[src/rtl/irq_pkg.sv]
package irq_pkg;
  localparam int LVL_W = 3;
  typedef logic [LVL_W-1:0] lvl_t;
  localparam lvl_t LVL_TOP = 3'd7;
  localparam lvl_t LVL_RST = 3'd4;
  localparam int DATA_W = 5;

  function automatic logic lvl_above(lvl_t cand, lvl_t cur);
    return cand > cur;
  endfunction
endpackage

[src/rtl/irq_src_bank.sv]
module irq_src_bank
  import irq_pkg::*;
#(
  parameter int N      = 54,
  parameter int ADDR_W = 7
) (
  input  logic              clk,
  input  logic              rst_n,
  input  logic [N-1:0]      src_req,
  input  logic              wr_en,
  input  logic [ADDR_W-1:0] wr_addr,
  input  logic              wr_flag,
  input  logic              wr_enable,
  input  lvl_t              wr_prio,
  output logic [N-1:0]      flag_q,
  output logic [N-1:0]      en_q,
  output logic [N*LVL_W-1:0] prio_flat
);
  for (genvar i = 0; i < N; i++) begin : g_src
    logic hit;
    logic clr;
    lvl_t prio_q;
    assign hit = wr_en && (wr_addr == ADDR_W'(i));
    assign clr = hit && !wr_flag;
    always_ff @(posedge clk or negedge rst_n) begin
      if (!rst_n) begin
        flag_q[i] <= 1'b0;
        en_q[i]   <= 1'b0;
        prio_q    <= LVL_RST;
      end else begin
        flag_q[i] <= src_req[i] | (flag_q[i] & ~clr);
        if (hit) begin
          en_q[i] <= wr_enable;
          prio_q  <= wr_prio;
        end
      end
    end
    assign prio_flat[i*LVL_W +: LVL_W] = prio_q;
  end
endmodule

[src/rtl/irq_arbiter.sv]
module irq_arbiter
  import irq_pkg::*;
#(
  parameter int N     = 54,
  parameter int IDX_W = 6
) (
  input  logic [N-1:0]       flag_q,
  input  logic [N-1:0]       en_q,
  input  logic [N*LVL_W-1:0] prio_flat,
  output logic               win_valid,
  output logic [IDX_W-1:0]   win_idx,
  output lvl_t               win_prio,
  output logic               any_live
);
  logic [N-1:0] live;
  assign live     = flag_q & en_q;
  assign any_live = |live;

  always_comb begin
    win_prio = '0;
    win_idx  = '0;
    for (int i = 0; i < N; i++) begin
      if (live[i] && lvl_above(prio_flat[i*LVL_W +: LVL_W], win_prio)) begin
        win_prio = prio_flat[i*LVL_W +: LVL_W];
        win_idx  = IDX_W'(i);
      end
    end
  end
  assign win_valid = (win_prio != '0);
endmodule

[src/rtl/irq_level_ctl.sv]
module irq_level_ctl
  import irq_pkg::*;
(
  input  logic clk,
  input  logic rst_n,
  input  logic take_fire,
  input  lvl_t win_prio,
  input  logic ret_req,
  input  lvl_t ret_lvl,
  input  logic ctrl_wr,
  input  lvl_t wr_lvl,
  input  logic wr_nest,
  input  logic wr_alt,
  output lvl_t cpu_lvl,
  output lvl_t prev_lvl,
  output logic nest_dis,
  output logic alt_sel
);
  always_ff @(posedge clk or negedge rst_n) begin
    if (!rst_n) begin
      cpu_lvl  <= '0;
      prev_lvl <= '0;
      nest_dis <= 1'b0;
      alt_sel  <= 1'b0;
    end else begin
      if (take_fire) begin
        prev_lvl <= cpu_lvl;
        cpu_lvl  <= nest_dis ? LVL_TOP : win_prio;
      end else if (ret_req) begin
        cpu_lvl <= ret_lvl;
      end else if (ctrl_wr && !nest_dis) begin
        cpu_lvl <= wr_lvl;
      end
      if (ctrl_wr) begin
        nest_dis <= wr_nest;
        alt_sel  <= wr_alt;
      end
    end
  end
endmodule

[src/rtl/prio_irq_ctrl.sv]
module prio_irq_ctrl
  import irq_pkg::*;
#(
  parameter int NUM_SRC = 54
) (
  input  logic                         clk,
  input  logic                         rst_n,
  input  logic [NUM_SRC-1:0]           src_req,
  input  logic                         reg_we,
  input  logic [$clog2(NUM_SRC):0]     reg_addr,
  input  logic [4:0]                   reg_wdata,
  output logic [4:0]                   reg_rdata,
  output logic                         take_req,
  output logic [$clog2(NUM_SRC)-1:0]   take_vec,
  output logic [$clog2(NUM_SRC):0]     take_slot,
  input  logic                         take_ack,
  output logic [2:0]                   prev_lvl,
  input  logic                         ret_req,
  input  logic [2:0]                   ret_lvl,
  output logic [2:0]                   cpu_lvl,
  output logic                         wake
);
  localparam int IDX_W  = $clog2(NUM_SRC);
  localparam int ADDR_W = IDX_W + 1;
  localparam int SLOT_W = IDX_W + 1;
  localparam logic [ADDR_W-1:0] CTRL_ADDR = ADDR_W'(1 << IDX_W);

  function automatic logic [SLOT_W-1:0] slot_of(logic [IDX_W-1:0] idx, logic alt);
    return SLOT_W'(idx) + (alt ? SLOT_W'(NUM_SRC) : SLOT_W'(0));
  endfunction

  logic [NUM_SRC-1:0]       flags;
  logic [NUM_SRC-1:0]       enables;
  logic [NUM_SRC*LVL_W-1:0] prio_flat;
  logic                     win_valid;
  logic [IDX_W-1:0]         win_idx;
  lvl_t                     win_prio;
  logic                     any_live;
  logic                     take_fire;
  logic                     ctrl_wr;
  logic                     nest_dis;
  logic                     alt_sel;
  lvl_t                     cpu_lvl_q;
  lvl_t                     prev_lvl_q;
  logic [IDX_W-1:0]         rd_idx;

  irq_src_bank #(.N(NUM_SRC), .ADDR_W(ADDR_W)) u_bank (
    .clk       (clk),
    .rst_n     (rst_n),
    .src_req   (src_req),
    .wr_en     (reg_we),
    .wr_addr   (reg_addr),
    .wr_flag   (reg_wdata[0]),
    .wr_enable (reg_wdata[1]),
    .wr_prio   (reg_wdata[4:2]),
    .flag_q    (flags),
    .en_q      (enables),
    .prio_flat (prio_flat)
  );

  irq_arbiter #(.N(NUM_SRC), .IDX_W(IDX_W)) u_arb (
    .flag_q    (flags),
    .en_q      (enables),
    .prio_flat (prio_flat),
    .win_valid (win_valid),
    .win_idx   (win_idx),
    .win_prio  (win_prio),
    .any_live  (any_live)
  );

  assign take_req  = win_valid && lvl_above(win_prio, cpu_lvl_q);
  assign take_fire = take_req && take_ack;
  assign ctrl_wr   = reg_we && (reg_addr == CTRL_ADDR);

  irq_level_ctl u_lvl (
    .clk       (clk),
    .rst_n     (rst_n),
    .take_fire (take_fire),
    .win_prio  (win_prio),
    .ret_req   (ret_req),
    .ret_lvl   (ret_lvl),
    .ctrl_wr   (ctrl_wr),
    .wr_lvl    (reg_wdata[2:0]),
    .wr_nest   (reg_wdata[3]),
    .wr_alt    (reg_wdata[4]),
    .cpu_lvl   (cpu_lvl_q),
    .prev_lvl  (prev_lvl_q),
    .nest_dis  (nest_dis),
    .alt_sel   (alt_sel)
  );

  assign take_vec  = win_idx;
  assign take_slot = slot_of(win_idx, alt_sel);
  assign cpu_lvl   = cpu_lvl_q;
  assign prev_lvl  = prev_lvl_q;
  assign wake      = any_live;
  assign rd_idx    = reg_addr[IDX_W-1:0];

  always_comb begin
    reg_rdata = '0;
    if (reg_addr == CTRL_ADDR) begin
      reg_rdata = {alt_sel, nest_dis, cpu_lvl_q};
    end else if (reg_addr < ADDR_W'(NUM_SRC)) begin
      reg_rdata = {prio_flat[rd_idx*LVL_W +: LVL_W], enables[rd_idx], flags[rd_idx]};
    end
  end
endmodule

[config.mk]
export PLATFORM = sky130hd
export DESIGN_NAME = prio_irq_ctrl
export DESIGN_NICKNAME = d
export VERILOG_FILES = /design/src/rtl/irq_pkg.sv /design/src/rtl/irq_src_bank.sv /design/src/rtl/irq_arbiter.sv /design/src/rtl/irq_level_ctl.sv /design/src/rtl/prio_irq_ctrl.sv
export SDC_FILE = /design/constraint.sdc
export NUM_CORES = 1
export LEC_CHECK = 0
export ABC_AREA = 1
export BUFFER_PORTS_ARGS = -buffer_cell sky130_fd_sc_hd__buf_4
export CAP_MARGIN = 20
export CORE_AREA = 4 4 198 200
export CTS_BUF_LIST = sky130_fd_sc_hd__clkbuf_4 sky130_fd_sc_hd__clkbuf_8 sky130_fd_sc_hd__clkbuf_16
export DETAILED_ROUTE_END_ITERATION = 16
export DIE_AREA = 0 0 202 204
export GPL_ROUTABILITY_DRIVEN = 1
export GPL_TIMING_DRIVEN = 0
export PLACE_DENSITY = 0.67
export SYNTH_ARGS = -nofsm -noshare
export SYNTH_HDL_FRONTEND = slang
export SYNTH_SLANG_ARGS = --single-unit
export TNS_END_PERCENT = 100
[constraint.sdc]
create_clock -name clk -period 100.7 [get_ports clk]
set_clock_uncertainty 0.15 [all_clocks]
set_input_delay 20.14 -clock clk [delete_from_list [all_inputs] [get_ports clk]]
set_output_delay 20.14 -clock clk [all_outputs]
set_load 0.02 [all_outputs]
==> results.toml, run 1 <==
[worst_hold_path]
holdPathEnd = "u_bank.g_src[27].prio_q[0]"
min_path_type = "reg2reg"
min_from = "u_bank.g_src[27].prio_q[0]"
min_path_cells = 2

[sta]
fin_setup_tns_ns = 0
drv_slew = 0
hold_viol = 0
worstMarginPinSlew_ns = 1.32
fmax_mhz = 12.2
rsz0062_at_grt = "no"
fin_crit_ns = 81.64
fin_crit_sh_pct = 81.1
setup_viol = 0
maxSlewHeadroom_pct = 12.3

[detailed_routing]
drt_pre_antenna_iters = 6
drt_iter0_markers = 2327
routedWlPerCell_um = 22.3
post-route-drc-count = 0
drt_wl_total_um = 72000
vias_per_cell = 5.93
ant_nets = 0
vias = 19100

[job]
max-cap-violations = 0

[cells_and_area]
drive_above_1_share_pct = 14.9
final_cells = 3229
ff_latch_area_um2 = 7020
fin_util_pct = 57.0
area_delta_synth_final_pct = 14.7
n_fill_cell = 3611
multi_input_area_um2 = 9890
nets = 2828

[global_route]
grt_pass1_vias = 18300
use_met1_pct = 45.4
grt_max_degree = 123
grt.overflow.total = 0
antenna_found_initial = 0
grtUsageMet2_pct = 55.4
grt.busiest_layer = "met2"
grt_pass1_wl_um = 109000
track_usage_pct = 34.4
use_met3_pct = 6.87

[logic_synthesis]
ys_types = 52
synth_flop_cell = "dfrtp_1"
yosys.area_share.simple_pct = 24.3
syn_inst = 2547
synth_top_family_by_area = "compound AO/OA/AOI/OAI gates"
avgSynthCellArea_um2 = 7.29
synth_xor_area_share_pct = 0.141
synth_area_um2 = 18600
seq_area_frac_synth_pct = 37.8
synth_edf_count = 0
yosysTopAreaCell = "dfrtp_1"
ys_top_cells_by_count = "nand2_1 (605), o21ai_0 (429), inv_1 (366)"
async_reset_ff_share_pct = 100
synth_top_cells_by_area = "dfrtp_1 (30%), nand2_1 (12%), o21ai_0 (12%), dfstp_2 (7.6%), inv_1 (7.4%)"
synth_seq_cells = 278
synthMuxAreaShare_pct = 0
synth_compound_area_share_pct = 24.5
syn_nets = 2683
ys_warn_count = 0
synth_fa_ha_area_share_pct = 4.22
synth_most_common_cell = "nand2_1"
yosysTopAreaCellShare_pct = 30.2

[worst_setup_path]
worst_setup_path_end_kind = "output pin"
critical_path_required_ns = 80.41
slowest_stage = "dfstp_2"
max_stage_delay_ns = 0.58
rr_worst_depth = 356
cp-start-kind = "flip-flop"
rr_endpoint = "u_lvl.cpu_lvl[1]"
cp_common_cell = "nand2_2"
r2r_setup_slack_ns = 39.65
arrival_ns = 61.35
critPathKind = "reg2out"
crit_fanout = 10
rr_startpoint = "u_bank.g_src[0].prio_q[2]"

[floorplan]
dieWidth_um = 202
die_h_um = 204
rows = 71
core_area_um2 = 37400
initial_core_util_pct = 49.7
pin_count = 100
die_area_um2 = 41200

[power_and_ir_drop]
max-vdd-ir-drop_uv = 16.5
power.total_uw = 471
leakage_nw = 9.74
power.density_nw_per_um2 = 22.1

[clock_tree]
cts_tree = "done"
clk_latency_ns = 0.56
clockRootBuffer = "clkbuf_16"
clk_path_buf_depth = 3
cts_post_setup_buffers_inserted = 0
cts_hold_buf = 0
clkTransAtPathRegs_ns = 0.06
clock-sinks = 278
cts_resized = 0
cts_buffers = 35
cts_max_level = 2

[outcome]
status = "finished clean"

[placement]
place_congestion = 1.02
port_buffers = 98
dp_cells = 3161
dp_hpwl_um = 55100
[metrics by stage]
| stage | setup slack, ns | hold slack, ns | area (um^2) |
|---|---|---|---|
| after floorplan | 27.94 | 0.303 | 18600 |
| after global placement | 21.93 | 0.319 | 20000 |
| after detailed placement | 20.27 | 0.323 | 20000 |
| after CTS | 19.58 | 0.337 | 21200 |
| after global routing | 12.88 | 0.352 | 21300 |
| final | 19.06 | 0.336 | 21300 |
[cells by family (layout without fill, tap and decap cells)]
| logic type | after synthesis | after routing |
|---|---|---|
| AOI/OAI and AO/OA | 778 | 778 |
| DFF | 278 | 278 |
| other | 0 | 1 |
| adders and majority gates | 62 | 62 |
| buffers and inverters | 441 | 611 |
| and+or+nand+nor | 985 | 985 |
| xor gates and xnor gates | 3 | 3 |
[placed cells by master, fill, tap and decap left out, types with 37 or more instances in the layout]
cell,n
buf_4,98
a21oi_1,98
nor2_1,67
dfrtp_1,224
nand3_2,40
o21ai_0,429
nand2_2,118
ha_1,61
clkbuf_16,37
dfstp_2,54
clkbuf_1,53
nand3_1,88
nand2_1,605
inv_1,366
o22ai_1,50
a22oi_1,69
[final cells by class]
| class | count | share of cell area [%] |
|---|---|---|
| timing repair buffer | 108 | 4.13 |
| inverter | 383 | 6.76 |
| tap | 511 | 3.00 |
| buffer | 58 | 1.07 |
| antenna | 1 | 0.0117 |
| clock inverter | 11 | 0.640 |
| multi-input combinational | 1828 | 46.4 |
| clock buffer | 51 | 5.01 |
| sequential | 278 | 33.0 |
[flip-flops by register name (all words and copies together) (netlist names)]
register / count
u_bank.flag_q: 54
u_bank.g_src.prio_q: 162
u_lvl.prev_lvl: 3
u_lvl.cpu_lvl: 3
u_bank.en_q: 54
u_lvl.alt_sel: 1
u_lvl.nest_dis: 1
[critical path: cells and delay by family (launching register included)]
family,cells,cell delay (ns)
simple gates,145,15.06
flops,1,0.58
buf+inv,50,3.89
xor+xnor,1,0.19
compound gates,102,24.99
fa+ha+maj,54,16.02
[how the worst max path moves through the flow]
stage,startpoint,endpoint,slack [ns]
detailed placement,u_bank.g_src[0].prio_q[2],take_slot[5],20.27
finish,u_bank.g_src[0].prio_q[2],take_slot[5],19.06
global placement,u_bank.g_src[0].prio_q[2],take_slot[5],21.93
CTS,u_bank.g_src[0].prio_q[2],take_slot[5],19.58
global route,u_bank.g_src[0].prio_q[2],take_slot[5],12.88
floorplan,u_bank.g_src[0].prio_q[2],take_slot[5],27.94
[routing by layer]
layer / up-vias / wire length (um)
met1: 9055 / 29000
met2: 953 / 32000
met3: 196 / 7380
met4: 0 / 3570
met5: - / 0
li1: 8939 / -
[report_power, final]
part	total (mW)	internal, mW	switching (mW)	leakage, nW
clock	0.132	0.0814	0.0508	0.606
combinational	0.210	0.0771	0.133	5.79
sequential	0.129	0.121	0.00735	3.34
Power figures use the tool's default switching activity.
==> run 2: changes to the inputs <==
--- a/config.mk
+++ b/config.mk
@@ -14,7 +14,7 @@
 export DIE_AREA = 0 0 202 204
 export GPL_ROUTABILITY_DRIVEN = 1
 export GPL_TIMING_DRIVEN = 0
-export PLACE_DENSITY = 0.67
+export PLACE_DENSITY = 0.69
 export SYNTH_ARGS = -nofsm -noshare
 export SYNTH_HDL_FRONTEND = slang
 export SYNTH_SLANG_ARGS = --single-unit
==> constraint.sdc (replaced) <==
create_clock -name clk -period 73.1 [get_ports clk]
set_clock_uncertainty 0.15 [all_clocks]
set_input_delay 14.62 -clock clk [delete_from_list [all_inputs] [get_ports clk]]
set_output_delay 14.62 -clock clk [all_outputs]
set_load 0.02 [all_outputs]
==> results.toml, run 2 (synthesized netlist as in run 1, its figures left out) <==
[global_route]
antenna_found_initial = 2
grt_pass1_wl_um = 107000
grt_max_degree = 99
grt.overflow.total = 0
track_usage_pct = 33.4
grt_pass1_vias = 18300

[sta]
hold_viol = 0
maxSlewHeadroom_pct = 14.3
worstMarginPinSlew_ns = 1.29
fin_setup_tns_ns = 0
setup_viol = 0
drv_slew = 0
layout_setup_ws_ns = 3.44
fin_crit_ns = 69.66
fin_crit_sh_pct = 95.3
fmax_mhz = 14.4

[detailed_routing]
drt_pre_antenna_iters = 7
ant_nets = 0
drt_iter0_markers = 2483
vias_per_cell = 6.06
post-route-drc-count = 0
drt_wl_total_um = 71500
routedWlPerCell_um = 22.1
vias = 19600

[clock_tree]
clkTransAtPathRegs_ns = 0.06
cts_hold_buf = 0
clk_path_buf_depth = 3
clockRootBuffer = "clkbuf_16"
cts_buffers = 35
clk_latency_ns = 0.57
cts_max_level = 2
cts_tree = "done"
clock-sinks = 278

[cells_and_area]
largest_register = "u_bank.g_src.prio_q"
antenna_cells = 0
nets = 2836
area_delta_synth_final_pct = 17.8
largest_reg_flops = 162
reg.largest.list = "u_bank.g_src.prio_q (162), u_bank.en_q (54), u_bank.flag_q (54)"
layout_common_cells = "nand2_1 (588), o21ai_0 (365), inv_1 (363)"
layout_commonest_cell = "nand2_1"
drive_above_1_share_pct = 18.8

[worst_setup_path]
r2r_setup_slack_ns = 18.41
max_stage_delay_ns = 0.57
worst_setup_path_end_kind = "output pin"
cp_common_cell = "nand2_2"
rr_startpoint = "u_bank.g_src[0].prio_q[2]"
crit_fanout = 7
rr_worst_depth = 397
slowest_stage = "dfstp_2"
critPathKind = "reg2out"
critical_path_required_ns = 58.33
rr_endpoint = "u_lvl.cpu_lvl[2]"
arrival_ns = 54.89
cp-start-kind = "flip-flop"

[job]
max-cap-violations = 0

[power_and_ir_drop]
power.density_nw_per_um2 = 31.2
leakage_nw = 9.95
max-vdd-ir-drop_uv = 19.7
power.total_uw = 683

[floorplan]
die_area_um2 = 41200
pin_count = 100
core_area_um2 = 37400
initial_core_util_pct = 49.7
dieWidth_um = 202
rows = 71
die_h_um = 204

[worst_hold_path]
holdPathEnd = "u_bank.g_src[20].prio_q[0]"
min_from = "u_bank.g_src[20].prio_q[0]"
min_path_type = "reg2reg"
min_path_cells = 2

[placement]
dp_hpwl_um = 53200
place_ws_ns = -1.56
place_congestion = 1.08
port_buffers = 98

[outcome]
status = "finished clean"
run 2: cell count changes in the layout (fill, tap and decap cells not counted), sizes merged:
cell,change
clkinv,-1
diode,-1
buf,+8
bufinv,+1
nand3,+1
inv,-1
run 2: worst max path at each step:
stage                                         start           end  depth (start not counted)
after floorplan           u_bank.g_src[0].prio_q[2]  take_slot[5]                        350
after global placement    u_bank.g_src[0].prio_q[2]  take_slot[5]                        353
after detailed placement  u_bank.g_src[0].prio_q[2]  take_slot[5]                        354
after CTS                 u_bank.g_src[0].prio_q[2]  take_slot[5]                        355
after global routing      u_bank.g_src[0].prio_q[2]  take_slot[5]                        397
final                     u_bank.g_src[0].prio_q[2]  take_slot[5]                        393
run 2: layout make-up:
cell class                      count  area (um^2)
Sequential cell                   278         7020
Clock inverter                     10          153
Buffer                             58          229
Timing Repair Buffer              115          915
Tap cell                          511          639
Fill cell                        3537        15500
Multi-Input combinational cell   1829        10400
Inverter                          383         1440
Clock buffer                       52         1080
run 2: routing by layer:
layer / global-route usage (%) / part of all wire (%)
met3: 5.70 / 9.6
met5: 0 / 0.018
met4: 15.7 / 5.8
met1: 45.4 / 41
met2: 52.4 / 44
run 2: stage by stage:
step / instances / cell area, um^2 / utilization [%] / hold WS (ns)
4_1_cts: 3223 / 21300 / 56.9 / 0.338
6_report: 3236 / 21900 / 58.5 / 0.337
5_1_grt: 3236 / 21900 / 58.5 / 0.361
3_3_place_gp: 3156 / 20000 / 53.3 / 0.318
3_5_place_dp: 3161 / 20000 / 53.6 / 0.323
2_1_floorplan: 2547 / 18600 / - / 0.303
run 2: critical path: cells and delay by family, from the launching register on:
kind | cells | cell delay [ns]
AO/OA/AOI/OAI | 99 | 15.02
XOR/XNOR | 1 | 0.17
adder cells (fa/ha/maj) | 54 | 15.89
buffers and inverters | 50 | 3.60
flip-flops | 1 | 0.57
AND/OR/NAND/NOR | 189 | 18.99
run 2: power breakdown:
group	internal [mW]	total (mW)	switching [mW]
combinational	0.119	0.320	0.201
sequential	0.167	0.178	0.0102
clock	0.116	0.186	0.0699
total	0.403	0.683	0.281
run 2: what timing repair did:
item                       CTS  global route
buffers inserted             0            12
setup endpoints to repair   14            14
gates resized for setup     23           152
hold endpoints to repair     0             0
cloned                       0             1
pin swaps                    0             5
==> run 3: changes to the inputs <==
--- a/config.mk
+++ b/config.mk
@@ -5,16 +5,15 @@
 export SDC_FILE = /design/constraint.sdc
 export NUM_CORES = 1
 export LEC_CHECK = 0
-export ABC_AREA = 1
 export BUFFER_PORTS_ARGS = -buffer_cell sky130_fd_sc_hd__buf_4
 export CAP_MARGIN = 20
-export CORE_AREA = 4 4 198 200
+export CORE_AREA = 4 4 212 214
 export CTS_BUF_LIST = sky130_fd_sc_hd__clkbuf_4 sky130_fd_sc_hd__clkbuf_8 sky130_fd_sc_hd__clkbuf_16
 export DETAILED_ROUTE_END_ITERATION = 16
-export DIE_AREA = 0 0 202 204
+export DIE_AREA = 0 0 216 218
 export GPL_ROUTABILITY_DRIVEN = 1
 export GPL_TIMING_DRIVEN = 0
-export PLACE_DENSITY = 0.69
+export PLACE_DENSITY = 0.66
 export SYNTH_ARGS = -nofsm -noshare
 export SYNTH_HDL_FRONTEND = slang
 export SYNTH_SLANG_ARGS = --single-unit
==> results.toml, run 3 <==
[sta]
fmax_mhz = 12.5
fin_crit_ns = 79.91
maxSlewHeadroom_pct = 23.4
fin_crit_sh_pct = 109
drv_slew = 0
hold_viol = 0
worstMarginPinSlew_ns = 1.13
setup_viol = 14
rsz0062_at_grt = "yes"
layout_setup_ws_ns = -6.81

[cells_and_area]
largest_reg_flops = 162
final_area_um2 = 29200
layout_commonest_cell = "buf_4"
nets = 2886
final_cells = 3362
drive_above_1_share_pct = 43.4
largest_register = "u_bank.g_src.prio_q"
area_delta_synth_final_pct = 36.6
reg.largest.list = "u_bank.g_src.prio_q (162), u_bank.en_q (54), u_bank.flag_q (54)"
layout_common_cells = "buf_4 (372), nand2_1 (228), dfrtp_1 (222)"

[global_route]
antenna_found_initial = 5
track_usage_pct = 35.8
grt.overflow.total = 0
grt_pass1_vias = 21600
grt_pass1_wl_um = 130000
grt_max_degree = 83

[worst_setup_path]
r2r_setup_slack_ns = 7.82
cp-start-kind = "flip-flop"
slowest_stage = "or4_4"
max_stage_delay_ns = 0.57
critical_path_required_ns = 58.33
crit_fanout = 5
worst_setup_path_end_kind = "output pin"
rr_worst_depth = 360
cp_common_cell = "ha_4"
rr_startpoint = "u_bank.flag_q[0]"
rr_endpoint = "u_lvl.prev_lvl[2]"
critPathKind = "reg2out"
arrival_ns = 65.14

[power_and_ir_drop]
power.total_mw = 1.13
leakage_nw = 12.2
max-vdd-ir-drop_uv = 32.1
power.density_nw_per_um2 = 38.6

[clock_tree]
clock-sinks = 278
cts_max_level = 2
cts_tree = "done"
clkTransAtPathRegs_ns = 0.06
clk_latency_ns = 0.57
cts_hold_buf = 0
cts_buffers = 35
clk_path_buf_depth = 3
clockRootBuffer = "clkbuf_16"

[logic_synthesis]
synth_edf_count = 0
async_reset_ff_share_pct = 100
syn_inst = 2300
syn_nets = 2436
yosysTopAreaCellShare_pct = 26.3
ys_types = 116
synth_seq_cells = 278
seq_area_frac_synth_pct = 32.9
yosysTopAreaCell = "dfrtp_1"
avgSynthCellArea_um2 = 9.28
ys_top_cells_by_count = "nand2_1 (251), dfrtp_1 (224), nor2_1 (223)"
ys_warn_count = 0
synth_area_um2 = 21400
synth_most_common_cell = "nand2_1"
synth_flop_cell = "dfrtp_1"
synth_top_cells_by_area = "dfrtp_1 (26%), mux2_2 (9.7%), mux4_2 (9.0%), dfstp_2 (6.6%), nand2_1 (4.4%)"

[placement]
port_buffers = 92
place_congestion = 0.982
dp_hpwl_um = 61600
dp_cells = 2983
dpl-instance-area_um2 = 23900

[worst_hold_path]
min_from = "u_lvl.prev_lvl[0]"
min_path_cells = 1
min_path_type = "reg2reg"
holdPathEnd = "u_lvl.prev_lvl[0]"

[floorplan]
pin_count = 100
core_area_um2 = 42900
die_h_um = 218
rows = 76
initial_core_util_pct = 49.8
dieWidth_um = 216
die_area_um2 = 47100

[detailed_routing]
drt_pre_antenna_iters = 8
post-route-drc-count = 0
drt_wl_total_um = 88300
vias_per_cell = 6.62
ant_nets = 0
routedWlPerCell_um = 26.3
drt_iter0_markers = 2575
vias = 22300

[job]
max-cap-violations = 0

[outcome]
status = "finished, violations left"
violations = "setup timing"
run 3: cell types whose count changed in the layout (fill, tap and decap cells not counted), moves of 112 or more:
cell	before	now
inv_1	363	94
buf_4	110	372
mux2_2	0	175
nand2_1	588	228
nand2_2	128	16
o21ai_0	365	120
run 3: worst max-delay path, delay by kind of cell, from the launching register on:
| kind | cells | cell delay, ns |
|---|---|---|
| buffers and inverters | 31 | 3.41 |
| AOI/OAI and AO/OA | 129 | 23.13 |
| adders and majority gates | 63 | 16.71 |
| and+or+nand+nor | 124 | 16.83 |
| muxes | 12 | 3.89 |
| DFF | 1 | 0.45 |
run 3: area by class of cell:
class                           count  area (um^2)
Buffer                             75          298
Clock inverter                     16          289
Fill cell                        3251        13700
Clock buffer                       47         1020
Inverter                          106          400
Timing Repair Buffer              415         3370
Multi-Input combinational cell   1839        16000
Sequential cell                   278         7030
Antenna cell                        1         2.50
Tap cell                          585          732
run 3: power by group:
group | internal [mW] | total, mW | switching, mW | leakage [nW]
logic | 0.375 | 0.736 | 0.360 | 8.42
registers | 0.169 | 0.188 | 0.0187 | 3.18
clock network | 0.127 | 0.202 | 0.0756 | 0.647
total | 0.671 | 1.13 | 0.454 | 12.2
run 3: metal layers:
metal | vias up | track usage (%) | wire (um)
li1 | 9566 | - | -
met2 | 1340 | 58.6 | 40500
met4 | 6 | 15.5 | 4950
met3 | 323 | 7.32 | 9080
met1 | 11000 | 46.2 | 33600
met5 | - | 0 | 73
run 3: how the worst max path moves through the flow:
stage                              startpoint  cells after the start        to  slack, ns
global route        u_bank.g_src[0].prio_q[2]                    356  take_req      -9.11
detailed placement             u_bank.en_q[0]                    354  take_req      -9.53
CTS                 u_bank.g_src[0].prio_q[2]                    354  take_req      -5.11
floorplan           u_bank.g_src[0].prio_q[2]                    351  take_req      -2.25
finish                       u_bank.flag_q[0]                    359  take_req      -6.81
global placement               u_bank.en_q[0]                    352  take_req      -8.72
run 3: repair_timing:
item,in CTS,in global routing
gates resized for setup,189,114
pin swaps,213,236
setup buffers,252,66
setup endpoints to repair,14,14
cloned,0,0
run 3: metrics by stage:
stage	worst slack [ns]	hold slack, ns	setup TNS [ns]	util, %
after CTS	-5.11	0.365	-65.16	65.5
after global routing	-9.11	0.379	-121.41	68.0
after floorplan	-2.25	0.309	-22.48	-
final	-6.81	0.364	-89.94	68.0
after global placement	-8.72	0.338	-112.01	55.4
after detailed placement	-9.53	0.347	-122.76	55.8
run 3: cell families (layout without fill, tap and decap cells):
| group | after synthesis | after routing | share of synthesized area, % |
|---|---|---|---|
| XOR/XNOR | 3 | 3 | 0.123 |
| buffers and inverters | 183 | 659 | 3.31 |
| AO/OA/AOI/OAI | 607 | 607 | 20.0 |
| other | 0 | 1 | 0 |
| AND/OR/NAND/NOR | 862 | 862 | 19.4 |
| adder cells (fa/ha/maj) | 75 | 75 | 4.28 |
| multiplexers | 292 | 292 | 19.9 |
| flip-flops | 278 | 278 | 32.9 |
